$ cat config.mk
export PLATFORM = sky130hd
export DESIGN_NAME = wdt_freq_revert
export DESIGN_NICKNAME = d
export VERILOG_FILES = /design/src/rtl/wdt_pkg.sv /design/src/rtl/wdt_prescale.sv /design/src/rtl/wdt_countdown.sv /design/src/rtl/rst_pulse_gen.sv /design/src/rtl/fs_src_sel.sv /design/src/rtl/wdt_freq_revert.sv
export SDC_FILE = /design/constraint.sdc
export NUM_CORES = 1
export LEC_CHECK = 0
export BUFFER_PORTS_ARGS = -buffer_cell sky130_fd_sc_hd__buf_4
export CAP_MARGIN = 20
export CORE_MARGIN = 3
export CORE_UTILIZATION = 50
export DETAILED_ROUTE_END_ITERATION = 7
export PLACE_DENSITY = 0.76
export SKIP_CTS_REPAIR_TIMING = 1
export SYNTH_ARGS = -nofsm -noshare
export SYNTH_HDL_FRONTEND = slang
export SYNTH_SLANG_ARGS = --single-unit
$ cat constraint.sdc
create_clock -name clk_i -period 2.4 [get_ports clk_i]
set_input_delay 0 -clock clk_i [delete_from_list [all_inputs] [get_ports clk_i]]
set_output_delay 0 -clock clk_i [all_outputs]
set_load 0.02 [all_outputs]
$ cat src/rtl/wdt_pkg.sv
`timescale 1ns/1ps
package wdt_pkg;
  localparam int unsigned CODE_W = 4;
  localparam int unsigned FS_W   = 5;

  typedef struct packed {
    logic              wr;
    logic [CODE_W-1:0] code;
  } tmr_req_t;
endpackage

$ cat src/rtl/wdt_prescale.sv
`timescale 1ns/1ps
module wdt_prescale #(
  parameter int unsigned PRESCALE = 4
) (
  input  logic clk_i,
  input  logic rst_ni,
  output logic tick_o
);
  generate
    if (PRESCALE <= 1) begin : g_pass
      assign tick_o = 1'b1;
    end else begin : g_cnt
      localparam int unsigned PW = $clog2(PRESCALE);
      localparam logic [PW-1:0] LAST = PW'(PRESCALE - 1);
      logic [PW-1:0] cnt_q;
      always_ff @(posedge clk_i or negedge rst_ni) begin
        if (!rst_ni)            cnt_q <= '0;
        else if (cnt_q == LAST) cnt_q <= '0;
        else                    cnt_q <= cnt_q + 1'b1;
      end
      assign tick_o = (cnt_q == LAST);
    end
  endgenerate
endmodule

$ cat src/rtl/wdt_countdown.sv
`timescale 1ns/1ps
module wdt_countdown
  import wdt_pkg::*;
#(
  parameter int unsigned UNIT_TICKS = 5
) (
  input  logic     clk_i,
  input  logic     rst_ni,
  input  logic     tick_i,
  input  tmr_req_t req_i,
  input  logic     block_i,
  output logic     expire_o,
  output logic     running_o
);
  localparam int unsigned MAX_CNT = ((1 << CODE_W) - 1) * UNIT_TICKS;
  localparam int unsigned CNT_W   = $clog2(MAX_CNT + 1);
  localparam logic [CNT_W-1:0] UNIT_C = CNT_W'(UNIT_TICKS);

  logic [CNT_W-1:0] cnt_q;
  logic             run_q;
  logic             wr_ok;

  assign wr_ok    = req_i.wr & ~block_i;
  // a write landing on the last tick wins over expiry
  assign expire_o = run_q & tick_i & (cnt_q == CNT_W'(1)) & ~wr_ok;
  assign running_o = run_q;

  always_ff @(posedge clk_i or negedge rst_ni) begin
    if (!rst_ni) begin
      cnt_q <= '0;
      run_q <= 1'b0;
    end else if (wr_ok) begin
      cnt_q <= CNT_W'(req_i.code) * UNIT_C;
      run_q <= (req_i.code != '0);
    end else if (expire_o) begin
      cnt_q <= '0;
      run_q <= 1'b0;
    end else if (run_q && tick_i) begin
      cnt_q <= cnt_q - 1'b1;
    end
  end
endmodule

$ cat src/rtl/rst_pulse_gen.sv
`timescale 1ns/1ps
module rst_pulse_gen #(
  parameter int unsigned PULSE_CYC = 12
) (
  input  logic clk_i,
  input  logic rst_ni,
  input  logic fire_i,
  input  logic flag_clr_i,
  output logic sys_rst_no,
  output logic flag_o,
  output logic busy_o
);
  localparam int unsigned PW = $clog2(PULSE_CYC + 1);
  logic [PW-1:0] cnt_q;
  logic          flag_q;

  always_ff @(posedge clk_i or negedge rst_ni) begin
    if (!rst_ni)          cnt_q <= '0;
    else if (fire_i)      cnt_q <= PW'(PULSE_CYC);
    else if (cnt_q != '0) cnt_q <= cnt_q - 1'b1;
  end

  always_ff @(posedge clk_i or negedge rst_ni) begin
    if (!rst_ni)         flag_q <= 1'b0;
    else if (fire_i)     flag_q <= 1'b1;
    else if (flag_clr_i) flag_q <= 1'b0;
  end

  assign busy_o     = (cnt_q != '0);
  assign sys_rst_no = ~busy_o;
  assign flag_o     = flag_q;
endmodule

$ cat src/rtl/fs_src_sel.sv
`timescale 1ns/1ps
module fs_src_sel
  import wdt_pkg::*;
(
  input  logic            clk_i,
  input  logic            rst_ni,
  input  logic [FS_W-1:0] fs_pins_i,
  input  logic            pwrgd_ni,
  input  logic [FS_W-1:0] sw_fsel_i,
  input  logic            ovr_wr_i,
  input  logic            ovr_val_i,
  input  logic            revert_i,
  input  logic            revert_sel_i,
  output logic [FS_W-1:0] lat_o,
  output logic            ovr_o,
  output logic [FS_W-1:0] fs_o
);
  logic [FS_W-1:0] lat_q;
  logic            ovr_q;

  always_ff @(posedge clk_i or negedge rst_ni) begin
    if (!rst_ni)        lat_q <= '0;
    else if (!pwrgd_ni) lat_q <= fs_pins_i;
  end

  always_ff @(posedge clk_i or negedge rst_ni) begin
    if (!rst_ni)       ovr_q <= 1'b0;
    else if (revert_i) ovr_q <= revert_sel_i;
    else if (ovr_wr_i) ovr_q <= ovr_val_i;
  end

  assign lat_o = lat_q;
  assign ovr_o = ovr_q;
  assign fs_o  = ovr_q ? sw_fsel_i : lat_q;
endmodule

$ cat src/rtl/wdt_freq_revert.sv
`timescale 1ns/1ps
module wdt_freq_revert
  import wdt_pkg::*;
#(
  parameter int unsigned PRESCALE   = 4,
  parameter int unsigned UNIT_TICKS = 5,
  parameter int unsigned PULSE_CYC  = 12
) (
  input  logic            clk_i,
  input  logic            rst_ni,
  input  logic [FS_W-1:0] fs_pins_i,
  input  logic            pwrgd_ni,
  input  logic [FS_W-1:0] sw_fsel_i,
  input  logic            ovr_wr_i,
  input  logic            ovr_val_i,
  input  logic            revert_sel_i,
  input  logic            tmr_wr_i,
  input  logic [CODE_W-1:0] tmr_code_i,
  input  logic            flag_clr_i,
  output logic            sys_rst_no,
  output logic            wdt_flag_o,
  output logic [FS_W-1:0] fs_active_o
);
  logic            tick;
  logic            expire;
  logic            running;
  logic            busy;
  logic [FS_W-1:0] fs_lat;
  logic            ovr_q;
  tmr_req_t        req;

  assign req.wr   = tmr_wr_i;
  assign req.code = tmr_code_i;

  wdt_prescale #(.PRESCALE(PRESCALE)) u_pre (
    .clk_i(clk_i), .rst_ni(rst_ni), .tick_o(tick)
  );

  wdt_countdown #(.UNIT_TICKS(UNIT_TICKS)) u_cnt (
    .clk_i(clk_i), .rst_ni(rst_ni), .tick_i(tick), .req_i(req),
    .block_i(busy), .expire_o(expire), .running_o(running)
  );

  rst_pulse_gen #(.PULSE_CYC(PULSE_CYC)) u_pulse (
    .clk_i(clk_i), .rst_ni(rst_ni), .fire_i(expire), .flag_clr_i(flag_clr_i),
    .sys_rst_no(sys_rst_no), .flag_o(wdt_flag_o), .busy_o(busy)
  );

  fs_src_sel u_sel (
    .clk_i(clk_i), .rst_ni(rst_ni), .fs_pins_i(fs_pins_i), .pwrgd_ni(pwrgd_ni),
    .sw_fsel_i(sw_fsel_i), .ovr_wr_i(ovr_wr_i), .ovr_val_i(ovr_val_i),
    .revert_i(expire), .revert_sel_i(revert_sel_i),
    .lat_o(fs_lat), .ovr_o(ovr_q), .fs_o(fs_active_o)
  );
endmodule

Word level (Yosys, flattened, before mapping):

Index checks and enable logic that the tools add are counted.
Widths: inputs -> output; s select.

* add/sub/neg operators: 3
* multiply operators: 1
* equal/unequal tests: 2
* mux-type cells: 13
* bitwise logic cells: 6
* reduce and logical (&&, ||, !) cells: 8

Operator list (count)
* $mux 7: 3
* $mux 4: 2
* $reduce_bool 2->1: 4
* $reduce_bool 4->1: 2
* $eq 7x1->1 const B: 1
* $mul 4x3->7 const B: 1
* $sub 7x1->7 const B: 1
* $mux 1: 6
* $mux 5: 1
* $and 1x1->1: 4
* $sub 4x1->4 const B: 1
* $reduce_bool 3->1: 1
* $add 2x1->2 const B: 1
* $eq 2x2->1 const B: 1
* $mux 2: 1
* $not 1->1: 2
* $logic_and 1x1->1: 1

* register bits after elaboration: 21
* input bits: 22
* output and inout port bits: 7
* logic and storage cells: 40

Logic depth before layout (Yosys ltp):

* word-level depth: 7
* mapped depth: 7
* mapped depth without buffers: 7

By module:

Synthesis repeated with hierarchy kept, for this count alone.

* cell total of the unflattened synthesis: 113
* area total of the unflattened synthesis: 1238.7 um^2

By module, submodules not included
* wdt_countdown: instances 1, cells each 65, area each 603.1 um^2, sequential area each 200.2 um^2
* fs_src_sel: instances 1, cells each 20, area each 311.5 um^2, sequential area each 150.1 um^2
* rst_pulse_gen: instances 1, cells each 24, area each 257.7 um^2, sequential area each 125.1 um^2
* wdt_prescale: instances 1, cells each 4, area each 66.3 um^2, sequential area each 50.0 um^2

Worst setup path before layout:

No wires, ideal clock.

* path kind: register to register
* start: reg u_pulse.cnt_q[0]
* end: reg u_pulse.cnt_q[1]
* setup time: 0.131 ns
* arrival: 1.674 ns
* data required time: 2.269 ns
* path slack: 0.596 ns
* cell stages (with the launch flop): 6
* path buffers: 0
* period minus slack after synthesis: 1.804 ns
* cells stage by stage: dfrtp_1 > inv_1 > ha_1 > nor3b_1 > o21bai_1 > o22ai_1

* word-level cells in the longest chain between the ends: 6
* elaborated cells on any way between the ends: 9
* those cells by class: add/sub: 1; mux: 2; bitwise: 4; reduce/logical: 2

RTL lines
* start: declaration: line rst_pulse_gen.sv:14 `logic [PW-1:0] cnt_q;`
* start signal: assignment: line rst_pulse_gen.sv:19 `else if (fire_i) cnt_q <= PW'(PULSE_CYC);`
* start signal: assignment: line rst_pulse_gen.sv:20 `else if (cnt_q != '0) cnt_q <= cnt_q - 1'b1;`
* $reduce_bool 4->1 *: line rst_pulse_gen.sv:29 `assign busy_o = (cnt_q != '0);`
* $not 1->1 *
* net sys_rst_no: line wdt_freq_revert.sv:20 `output logic sys_rst_no,`
* $and 1x1->1 *: line wdt_countdown.sv:23 `assign wr_ok = req_i.wr & ~block_i;`
* $not 1->1 *: line wdt_countdown.sv:25 `assign expire_o = run_q & tick_i & (cnt_q == CNT_W'(1)) & ~wr_ok;`
* $and 1x1->1 *: line wdt_countdown.sv:25
* $mux 4 / $reduce_bool 2->1 (equally long branches)

Mark *: on every way through the listed nets, which the timed path passes. The rest lies on a longest branch. The select of a mux whose other input is x is not followed.
A chain may end at the register's enable or synchronous reset.

Final worst setup path:

* start: reg u_pulse.cnt_q[0]
* end: out sys_rst_no

* word-level cells in the longest chain between the ends: 2

RTL lines
* $reduce_bool 4->1: line rst_pulse_gen.sv:29
* $not 1->1: line rst_pulse_gen.sv:30 `assign sys_rst_no = ~busy_o;`
* end: declaration: line wdt_freq_revert.sv:20

No other way between the ends.

==> results <==
- The clock latency on the worst-skew pair is 0.30 ns.
- The footprint of the multi-input gates is 653 µm².
- The number of fillers in the final layout is 185.
- The flow ran to the end, but the final reports show violations.
- The first-iteration detailed-routing DRC count is 23.
- The worst setup path is launched from a flip-flop.
- The worst vdd rail ir drop is 0.563 mV.
- The clock tree skew after final layout is 0.000432 ns.
- Of the synthesized area, sequential elements account for 42.9%.
- The initial cell density of the core is 53.8%.
- The number of global-route vias before repair was 996.
- The congestion estimate from routability-driven global placement came to 0.775.
- Per report_power, the combinational group accounts for 41.0% of the total.
- The register cell area after layout is 526 µm².
- Data on the critical path is required at its endpoint by 2.40 ns.
- The final number of max-transition violations was 0.
- In this run the cell area of the synthesized design comes to 1220 µm².
- The net count after synthesis is 148.
- The antenna diode count is 0.
- The portion of total power attributed to sequential cells is 45.8%.
- Using the TritonRoute via totals, the vias-per-cell ratio works out to 5.43.
- The placed wire-length estimate is 1.97 mm.
- The power density over the cells is 785 nW/µm².
- The root buffer cell chosen for the clock tree is clkbuf_4.
- The number of setup violations in the final report is 0.
- The count of maximum capacitance violations is 0.
- Counting instances in the post-synthesis netlist gives the leading cell types as dfrtp_1, a21oi_1, mux2_2, nor2_1, ha_1.
- The global-route wire length before repair is 4.28 mm.
- Cells with a size suffix above 1 make up 29.1% of the layout.
- The clock network fraction of design power is 13.2%.
- The first-pass iteration count of the detailed router is 4.
- The checks that failed: hold timing.
- The critical path start-end classification is reg -> out.
- The summed area of non-filler cells in the final layout is 1620 µm².
- After clock tree synthesis, the clock-pin slew on the worst setup and hold paths is 0.11 ns.
- By area the synthesized netlist is led by dfrtp_1, ha_1, mux2_2.
- Setup repair after global routing left no endpoint under its margin.
- The async set or reset register ratio after synthesis is 100%.
- The post-synthesis cell type count is 33.
- The initial antenna violation count is 0.
- The most frequently used flop master after synthesis is dfrtp_1.
- The worst endpoint data arrival time is 1.78 ns.
- In this run, synthesis inferred 0 flip-flops with an integrated enable.
- The highest attainable clock frequency is 561 MHz.
- The core box area is 2280 µm².
- The growth of design area from synthesis to finish is 32.1%.
- Of all nets on the critical path, the largest fanout is 4.
- TritonCTS built the clock tree.
- Synthesis inferred 21 register bits.
- After technology mapping, the gate count stands at 116.
- The number of clock buffers inserted by TritonCTS is 3.
- The final-report hold violation count is 2.
- The post-detailed-route wirelength per cell is 14.5 µm.
- The number of clock sinks seen by CTS is 21.
- The most frequently used cell type in the post-synthesis netlist is dfrtp_1.
- The leakage power is 0.737 nW.
- The ratio of final minimum period to clock period is 74.3%.
- In the global route stage, overall resource usage came out at 17.2%.
- Global routing finished with a remaining overflow of 0.
- The final layout net count is 191.
- The cell taking the most area after synthesis is dfrtp_1.
- The min-delay analysis places its worst path in the category in -> reg.
- The total number of yosys warnings is 0.
- The worst path needs 1.78 ns of the cycle, external delays included.
- The die is 55.5 µm wide.
- The final route contains 1010 vias.
- The tightest hold path in the finished design has a slack of -0.0271 ns.
- In this run the tool buffered the top-level ports with 28 buffer cells.
- Dividing the synthesized area by the synthesized cell count gives 10.6 µm².
- The cell area after placement is 1460 µm².
- The area share of the largest cell type after synthesis is 42.9%.
- In this run switching power makes up 37.3% of total power.
- Entering global routing, the biggest net connects 22 pins.
- The floorplan step defined a die boundary enclosing 3080 µm².
- The post-detailed-routing wire length is 2.71 mm.
- Pin placement for this block handled 29 I/O pins.
- The deepest clock path buffer count is 2.
- The number of levels in the clock H-tree is 1.
- At the pin with the least slew margin, the transition time is 0.597 ns.
- The vertical die dimension is 55.5 µm.
- In this run the remaining antenna-violating nets after routing total 0.
- The worst pin sits at a relative slew slack of 60.1%.
- The internal cell power is 0.797 mW.
- In this run the power spent charging and discharging nets is 0.474 mW.
- The endpoint type of the worst setup path is an output pin.
- The floorplan has 17 rows.
- After detailed routing, the number of remaining DRC violations is 0.
- The final-layout setup total negative slack is 0 ns.
==> cell families (layout without fill, tap and decap cells) <==
logic type,Yosys count,count (layout),synth area share (%)
simple gates,32,32,15.4
compound gates,23,23,11.5
flops,21,21,42.9
mux,16,16,14.1
buf+inv,12,54,3.78
fa+ha+maj,10,10,10.8
xor+xnor,2,2,1.43
==> power groups by stage <==
stage / sequential [mW] / combinational [mW] / clock [mW]
2_1_floorplan: 0.558 / 0.369 / 0
3_3_place_gp: 0.578 / 0.472 / 0
6_report: 0.582 / 0.521 / 0.168
5_1_grt: 0.598 / 0.588 / 0.190
4_1_cts: 0.579 / 0.502 / 0.172
3_5_place_dp: 0.586 / 0.497 / 0
==> per-layer routing <==
layer,part of all wire (%),wire length (µm),global-route usage (%),vias to the layer above
li1,-,-,-,496
met1,42,1120,19.8,485
met2,54,1460,31.8,25
met3,3.3,88,2.57,4
met4,1.1,30,6.25,0
met5,0,0,0,-
==> sequential cells by signal, summed over array words and instances, names as in the netlist <==
signal and count:
u_sel.ovr_o 1, u_cnt.running_o 1, u_sel.lat_o 5, u_pre.g_cnt.cnt_q 2
u_pulse.flag_o 1, u_cnt.cnt_q 7, u_pulse.cnt_q 4
==> final timing paths <==
kind,start,to,slack (ns),cells after the start
worst max-delay path,u_pulse.cnt_q[0],sys_rst_no,0.62,4
worst min-delay path,tmr_code_i[1],u_cnt.cnt_q[1],-0.03,3
worst max register to register,u_cnt.cnt_q[1],u_pulse.cnt_q[1],0.63,6
worst min register to register,u_pre.g_cnt.cnt_q[0],u_pre.g_cnt.cnt_q[0],0.43,1
max in group asynchronous,rst_ni,u_sel.lat_o[1],2.08,2
min in group asynchronous,rst_ni,u_pulse.cnt_q[3],0.11,2
==> cell usage in the layout (no fill, tap or decap), types with 2 or more instances in the layout <==
| cell | n |
|---|---|
| inv_1 | 8 |
| mux2i_1 | 6 |
| clkbuf_4 | 3 |
| ha_1 | 9 |
| xnor2_1 | 2 |
| o22ai_1 | 2 |
| nand2_1 | 2 |
| buf_4 | 29 |
| nor2_1 | 10 |
| dlygate4sd3_1 | 13 |
| a21oi_1 | 12 |
| dfrtp_1 | 21 |
| nor3_1 | 3 |
| mux2_2 | 10 |
| or3_1 | 2 |
| nand3_1 | 4 |
| and2_1 | 3 |
| a211oi_1 | 2 |
==> per-stage QoR <==
stage	util, %	power (mW)	cells	worst slack (ns)
floorplan	-	0.927	116	0.596
global placement	64.2	1.05	169	0.764
detailed placement	64.2	1.08	169	0.678
CTS	65.4	1.25	173	0.632
global route	71.1	1.38	186	0.480
finish	71.1	1.27	186	0.617
==> worst max-delay path: stages, from the launching register on <==
cell     delay [ns]
dfrtp_1        0.39
inv_1          0.12
ha_1           0.20
nor3b_1        0.52
buf_4          0.25
==> cell type report <==
type	count	area share (%)
Multi-Input combinational cell	83	40.4
Sequential cell	21	32.5
Timing Repair Buffer	42	21.5
Tap cell	28	2.17
Inverter	8	1.86
Clock buffer	4	1.62
No activity file was read; power rests on OpenSTA's default activity.
